File: src/rtl/prio_intc_pkg.sv
// Shared source codes and vector map for the interrupt controller.
package prio_intc_pkg;
    localparam int NSRC  = 5;   // sources, index 0 = highest priority
    localparam int NLVL  = 3;   // vectored maskable level lines
    localparam int IDXW  = $clog2(NSRC);
    localparam int VECW  = 16;

    typedef enum logic [2:0] {
        SRC_NONE = 3'd0,
        SRC_NMI  = 3'd1,
        SRC_L75  = 3'd2,
        SRC_L65  = 3'd3,
        SRC_L55  = 3'd4,
        SRC_GEN  = 3'd5
    } src_e;

    // Vector address for a priority index; the general request has none.
    function automatic logic [VECW-1:0] vec_of(input logic [IDXW-1:0] idx);
        case (idx)
            3'd0:    vec_of = 16'h0024;
            3'd1:    vec_of = 16'h003C;
            3'd2:    vec_of = 16'h0034;
            3'd3:    vec_of = 16'h002C;
            default: vec_of = 16'h0000;
        endcase
    endfunction
endpackage

File: src/rtl/edge_hold.sv
// Rising-edge pending latch. Assumes raw is synchronous to clk.
// The set from a new edge wins over a clear in the same cycle.
module edge_hold (
    input  logic clk,
    input  logic rst_n,
    input  logic raw,
    input  logic clr,
    output logic pend
);
    logic prev_q;
    logic rise;

    assign rise = raw & ~prev_q;

    // Track the previous line value and the pending state.
    always_ff @(posedge clk) begin
        if (!rst_n) begin
            prev_q <= 1'b0;
            pend   <= 1'b0;
        end else begin
            prev_q <= raw;
            if (rise)
                pend <= 1'b1;
            else if (clr)
                pend <= 1'b0;
        end
    end


    edge_held_chk: assert property (@(posedge clk) disable iff (!rst_n)
        rise |=> pend);
endmodule

File: src/rtl/irq_pick.sv
// Fixed-priority picker: the lowest set index wins. Purely combinational.
module irq_pick #(
    parameter int N  = 5,
    parameter int IW = $clog2(N)
) (
    input  logic [N-1:0]  elig,
    output logic          found,
    output logic [IW-1:0] idx
);
    // Scan from the lowest priority upward so the highest priority remains.
    always_comb begin
        found = 1'b0;
        idx   = '0;
        for (int i = N - 1; i >= 0; i--) begin
            if (elig[i]) begin
                found = 1'b1;
                idx   = IW'(i);
            end
        end
    end
endmodule

File: src/rtl/bus_hold.sv
// Bus request handling: grants only at instruction completion and drops as
// soon as the request is withdrawn. Shows release during halt as well.
module bus_hold (
    input  logic clk,
    input  logic rst_n,
    input  logic bus_req,
    input  logic instr_end,
    input  logic halted,
    output logic grant,
    output logic released
);
    // Grant register: set at an instruction boundary, cleared on withdrawal.
    always_ff @(posedge clk) begin
        if (!rst_n)
            grant <= 1'b0;
        else if (!bus_req)
            grant <= 1'b0;
        else if (instr_end)
            grant <= 1'b1;
    end

    assign released = grant | halted;


    grant_at_boundary_chk: assert property (@(posedge clk) disable iff (!rst_n)
        $rose(grant) |-> $past(instr_end) && $past(bus_req));

    grant_drop_chk: assert property (@(posedge clk) disable iff (!rst_n)
        (grant && !bus_req) |=> !grant);
endmodule

File: src/rtl/prio_intc.sv
// Five-source fixed-priority interrupt controller with a bus-hold path.
// It captures requests at machine-cycle ends and accepts at instruction ends.
// It assumes both strobes are synchronous, single-cycle pulses from the core.
module prio_intc
    import prio_intc_pkg::*;
(
    input  logic        clk,
    input  logic        rst_n,
    input  logic        nmi_req,
    input  logic [2:0]  lvl_req,
    input  logic        gen_req,
    input  logic        mcycle_end,
    input  logic        instr_end,
    input  logic        mask_wr,
    input  logic [2:0]  mask_val,
    input  logic        ien_wr,
    input  logic        ien_val,
    input  logic        halted,
    input  logic        bus_req,
    output logic        irq_take,
    output logic [2:0]  irq_src,
    output logic [15:0] irq_vec,
    output logic        irq_ext,
    output logic        ien,
    output logic        bus_grant,
    output logic        bus_released
);
    logic [NSRC-1:0] samp_q;
    logic [NSRC-1:0] fresh;
    logic [NSRC-1:0] elig;
    logic [NLVL-1:0] mask_q;
    logic            pend75;
    logic            found;
    logic [IDXW-1:0] win;
    logic            take_now;
    logic            win_maskable;

    edge_hold u_edge75 (
        .clk   (clk),
        .rst_n (rst_n),
        .raw   (lvl_req[2]),
        .clr   (take_now && win == IDXW'(1)),
        .pend  (pend75)
    );

    // Priority-ordered view of the current request lines.
    assign fresh = {gen_req, lvl_req[0], lvl_req[1], pend75, nmi_req};

    // Eligibility per source: the non-maskable line is always eligible,
    // the level lines use the mask and enable, the general line the enable.
    always_comb begin
        elig[0] = samp_q[0];
        for (int k = 1; k <= NLVL; k++)
            elig[k] = samp_q[k] & ien & ~mask_q[NLVL-k];
        elig[NSRC-1] = samp_q[NSRC-1] & ien;
    end

    irq_pick #(.N(NSRC), .IW(IDXW)) u_pick (
        .elig  (elig),
        .found (found),
        .idx   (win)
    );

    assign take_now     = instr_end & found;
    assign win_maskable = (win != '0);

    // Capture register: reload at machine-cycle ends, drop the serviced bit.
    always_ff @(posedge clk) begin
        if (!rst_n) begin
            samp_q <= '0;
        end else begin
            logic [NSRC-1:0] nxt;
            nxt = mcycle_end ? fresh : samp_q;
            if (take_now)
                nxt[win] = 1'b0;
            samp_q <= nxt;
        end
    end

    // Mask and global enable; an accepted maskable source clears the enable.
    always_ff @(posedge clk) begin
        if (!rst_n) begin
            mask_q <= '1;
            ien    <= 1'b0;
        end else begin
            if (mask_wr)
                mask_q <= mask_val;
            if (take_now && win_maskable)
                ien <= 1'b0;
            else if (ien_wr)
                ien <= ien_val;
        end
    end

    // Accept outputs, registered for one cycle.
    always_ff @(posedge clk) begin
        if (!rst_n) begin
            irq_take <= 1'b0;
            irq_src  <= SRC_NONE;
            irq_vec  <= '0;
            irq_ext  <= 1'b0;
        end else begin
            irq_take <= take_now;
            if (take_now) begin
                irq_src <= 3'(win) + 3'd1;
                irq_vec <= vec_of(win);
                irq_ext <= (win == IDXW'(NSRC-1));
            end
        end
    end

    bus_hold u_bus (
        .clk       (clk),
        .rst_n     (rst_n),
        .bus_req   (bus_req),
        .instr_end (instr_end),
        .halted    (halted),
        .grant     (bus_grant),
        .released  (bus_released)
    );


    take_at_boundary_chk: assert property (@(posedge clk) disable iff (!rst_n)
        irq_take |-> $past(instr_end));

    ien_cleared_chk: assert property (@(posedge clk) disable iff (!rst_n)
        (irq_take && irq_src != SRC_NMI) |-> !ien);

    ext_only_gen_chk: assert property (@(posedge clk) disable iff (!rst_n)
        (irq_take && irq_ext) |-> irq_src == SRC_GEN);

    one_winner_chk: assert property (@(posedge clk) disable iff (!rst_n)
        take_now |-> $onehot(elig & (NSRC'(1) << win)));
endmodule

File: config.mk
export PLATFORM = sky130hd
export DESIGN_NAME = prio_intc
export DESIGN_NICKNAME = d
export VERILOG_FILES = /design/src/rtl/prio_intc_pkg.sv /design/src/rtl/edge_hold.sv /design/src/rtl/irq_pick.sv /design/src/rtl/bus_hold.sv /design/src/rtl/prio_intc.sv
export SDC_FILE = /design/constraint.sdc
export NUM_CORES = 1
export LEC_CHECK = 0
export ABC_AREA = 1
export BUFFER_PORTS_ARGS = -buffer_cell sky130_fd_sc_hd__clkbuf_2
export CAP_MARGIN = 20
export CORE_AREA = 2 2 57 59
export DETAILED_ROUTE_END_ITERATION = 10
export DIE_AREA = 0 0 59 61
export PLACE_DENSITY = 0.67
export SKIP_LAST_GASP = 1
export SYNTH_ARGS = -nofsm -noshare
export SYNTH_HDL_FRONTEND = slang
export SYNTH_SLANG_ARGS = --single-unit
File: constraint.sdc
create_clock -name clk -period 2.6 [get_ports clk]
set_clock_uncertainty 0.15 [all_clocks]
set_input_delay 0.26 -clock clk [delete_from_list [all_inputs] [get_ports clk]]
set_output_delay 0.26 -clock clk [all_outputs]
set_load 0.005 [all_outputs]
==> summary by stage <==
CTS
In this run the clock root is driven by a clkbuf_4. The number of buffers between clock root and the deepest sink is 2. After clock tree synthesis, the clock-pin slew on the worst setup and hold paths is 120 ps. The sink count of the clock tree is 20. CTS built an H-tree with a depth of 1.

TritonCTS built the clock tree. The setup fix buffers added after clock tree synthesis is 0. The number of clock buffers inserted by TritonCTS is 3. Clock latency on the worst-skew pair, taken at its later pin, is 310 ps.

Detailed routing
The average wire per standard cell is 9.76 um. In this run the top signal layer used is met4. The sum of routed wire segments on met1 is 944 um. The via count is 957. The number of optimization iterations in the first detailed-route pass is 4. The routed design uses 95 um of met3 wire.

The routed wire length is 2100 um. The count of nets left with antenna violations once routing finished came out at 0. After detailed routing, the number of remaining DRC violations is 0.

The sum of met2 wire segment lengths after detailed routing is 1020 um. The detailed router finished its first iteration with 9 violations. In the routed layout, each cell is associated on average with a via count of 4.45.

Place
The half-perimeter wire length after placement is 1650 um. The routability-driven placement congestion ratio is 0.881. In this run the tool buffered the top-level ports with 28 buffer cells.

After detailed placement, the design holds a cell count of 209.

Yosys
The portion of the post-synthesis area used by sequential elements is 34.5%. The number of different library cells in the post-synthesis netlist is 25. The average footprint of a synthesized cell is 7.63 um^2. The number of standard cells after synthesis is 152. The synthesized netlist occupies a cell area of 1160 um^2. Yosys printed 0 warnings.

Counting flops and latches in the post-synthesis netlist gives 20.

Min path
The worst hold endpoint is mask_q[1]. The number of stages on the worst hold path is 3. In this run the most critical hold path is launched from mask_val[1]. The type of the tightest min-delay check is in -> reg.

Layout
The number of antenna diodes is 0. The post-route non-filler standard cell count is 215. For this run, the post-layout net count is 204. The synthesis-to-layout area growth is 15.4%.

The share of layout cells above drive strength 1 is 30.8%.

Worst setup path
The maximum fanout count along the critical path is 10. The depth of the worst register-to-register path is 9. The critical path starts at ien.

The data required time of the critical path is 2660 ps. STA puts the critical path data arrival time at 2010 ps. The startpoint identified for the worst register-to-register timing path is ien. The worst setup path is launched from a flip-flop. The endpoint of the most critical register-to-register path is irq_vec[2]. The startpoint-to-endpoint class of the critical path is reg -> reg. STA classifies the critical path endpoint as a flip-flop. The setup slack of the worst register-to-register path is 650 ps.

Global route
Global routing consumed, over all layers together, 13.2% of the routing resources. The final global-route overflow total is 0. The maximum number of pins on one net before global-route repair is 16. The via count of the first global-routing pass is 856. The first global-routing pass estimated 3570 um of wire. The initial antenna violation count is 0.

Power and ir drop
In this run the static leakage power is 0.727 nW. The worst voltage drop across the vdd grid is 0.265 mV. The internal portion of total power is 0.525 mW. The net switching power is 0.177 mW.

Combinational cells account for 15.0% of the total power. The power per cell area is 525 nW/um^2. Registers are responsible for 48.7% of the overall power. The part of the total power dissipated in the clock network is 36.3%. Of the total power, the share spent switching nets is 25.2%.

STA
Setup repair after global routing left no endpoint under its margin. In the final timing run, aggregate negative setup slack is 0 ps. The worst path needs 1950 ps of the cycle, external delays included.

The final hold violation count is 0. In the finished design, the share of the clock period the worst path needs comes to 75.1%. The count of pins over their slew limit is 0. For this run, the top clock speed supported by timing is 0.512 GHz. The final setup violation count is 0.

Floorplanning
The I/O pin total is 41. The width of the die is 59 um. The initial core utilization is 39.3%. The core region is 2950 um^2. The cell row count is 20. From bottom edge to top edge, the die measures 61 um. The area of the die is 3600 um^2.

Job
The count of max-cap constraint violations is 0.

Outcome
The flow ran to the end, and the final reports show no timing, DRC or antenna violations.
synthesized netlist by cell type, drive strengths merged:
| cell | instances | area share, % |
|---|---|---|
| nand2 | 35 | 15 |
| nor2 | 24 | 9.8 |
| dfxtp | 20 | 35 |
| inv | 18 | 5.8 |
| buf | 15 | 10 |
| o21ai | 11 | 5.4 |
| nand3 | 10 | 7.3 |
| a21oi | 9 | 4.5 |
| ha | 4 | 4.3 |
| or2 | 2 | 1.1 |
| conb | 1 | 0.32 |
| o2111ai | 1 | 0.76 |
| o211a | 1 | 0.86 |
| o211ai | 1 | 0.65 |
how the worst max path moves through the flow:
| stage | slack [ps] | end | cells past startpoint |
|---|---|---|---|
| 2_1_floorplan | 900 | irq_vec[2] | 10 |
| 3_3_place_gp | 680 | irq_vec[2] | 9 |
| 3_5_place_dp | 650 | irq_vec[2] | 9 |
| 4_1_cts | 630 | irq_vec[2] | 9 |
| 5_1_grt | 450 | irq_vec[2] | 9 |
| 6_report | 650 | irq_vec[2] | 9 |
cells by family (layout without fill, tap and decap cells):
group / after synthesis / count (layout) / share of synthesized area [%]
AOI/OAI and AO/OA: 23 / 23 / 12.2
buffers and inverters: 33 / 52 / 15.9
DFF: 20 / 20 / 34.5
and+or+nand+nor: 71 / 71 / 32.8
adders and majority gates: 4 / 4 / 4.32
other: 1 / 12 / 0.323
worst max-delay path: stages (launching register included):
cell     delay, ps
dfxtp_1        620
nand3_4        170
nand3_2        130
inv_2           60
ha_1           190
ha_1           170
nor2_1         160
nand2_1         70
nor2_1         100
nor2_1          40
cell type report:
class | count | area, um^2
Clock buffer | 3 | 22.5
Tap cell | 33 | 41.3
Clock inverter | 1 | 30.0
Multi-Input combinational cell | 110 | 617
Sequential cell | 20 | 400
Timing Repair Buffer | 30 | 160
Inverter | 18 | 67.6
Fill cell | 306 | 1610
through the flow:
stage | hold slack, ps | area [um^2] | setup WS (ps) | total power [mW] | util (%)
3_5_place_dp | 261 | 1270 | 649 | 0.452 | 42.9
4_1_cts | 10.1 | 1340 | 627 | 0.707 | 45.3
2_1_floorplan | 210 | 1200 | 896 | 0.432 | -
6_report | 11.2 | 1340 | 648 | 0.703 | 45.3
5_1_grt | 27.9 | 1340 | 449 | 0.733 | 45.3
3_3_place_gp | 251 | 1270 | 682 | 0.453 | 42.9
power groups by stage:
stage	logic [mW]	registers (mW)	clock network [mW]
floorplan	0.0869	0.345	0
global placement	0.103	0.349	0
detailed placement	0.103	0.350	0
CTS	0.106	0.343	0.258
global route	0.121	0.346	0.266
finish	0.105	0.342	0.255
repair_timing:
| action | 4_1_cts | 5_1_grt |
|---|---|---|
| endpoints found under the hold margin | 2 | 0 |
| hold buffers | 2 | 0 |
| gates resized for setup | 0 | 0 |
sequential cells by signal (all words and copies together), names as in the netlist:
register,flops
samp_q,5
irq_take,1
irq_vec,3
ien,1
u_edge75.pend,1
u_bus.grant,1
u_edge75.prev_q,1
mask_q,3
irq_src,3
irq_ext,1
metal layers:
metal  global-route usage, %  up-vias
li1                        -      514
met1                    16.0      416
met2                    22.4       22
met3                    2.35        5
met4                    6.82        0
met5                       0        -
cells in the final DEF (no fill, tap or decap), types with 2 or more instances in the layout:
cell	Yosys	final
a21oi_1	7	7
a21oi_2	2	2
clkbuf_2	0	28
clkbuf_4	0	3
conb_1	1	12
dfxtp_1	20	20
dlygate4sd3_1	0	2
ha_1	4	4
inv_1	15	15
inv_2	3	3
nand2_1	26	26
nand2_2	6	6
nand2_4	3	3
nand3_1	6	6
nand3_2	2	2
nand3_4	2	2
nor2_1	22	22
o21ai_0	7	7
o21ai_1	2	2
o21ai_2	2	2
or2_2	2	2
(Power assumes the default switching activity.)
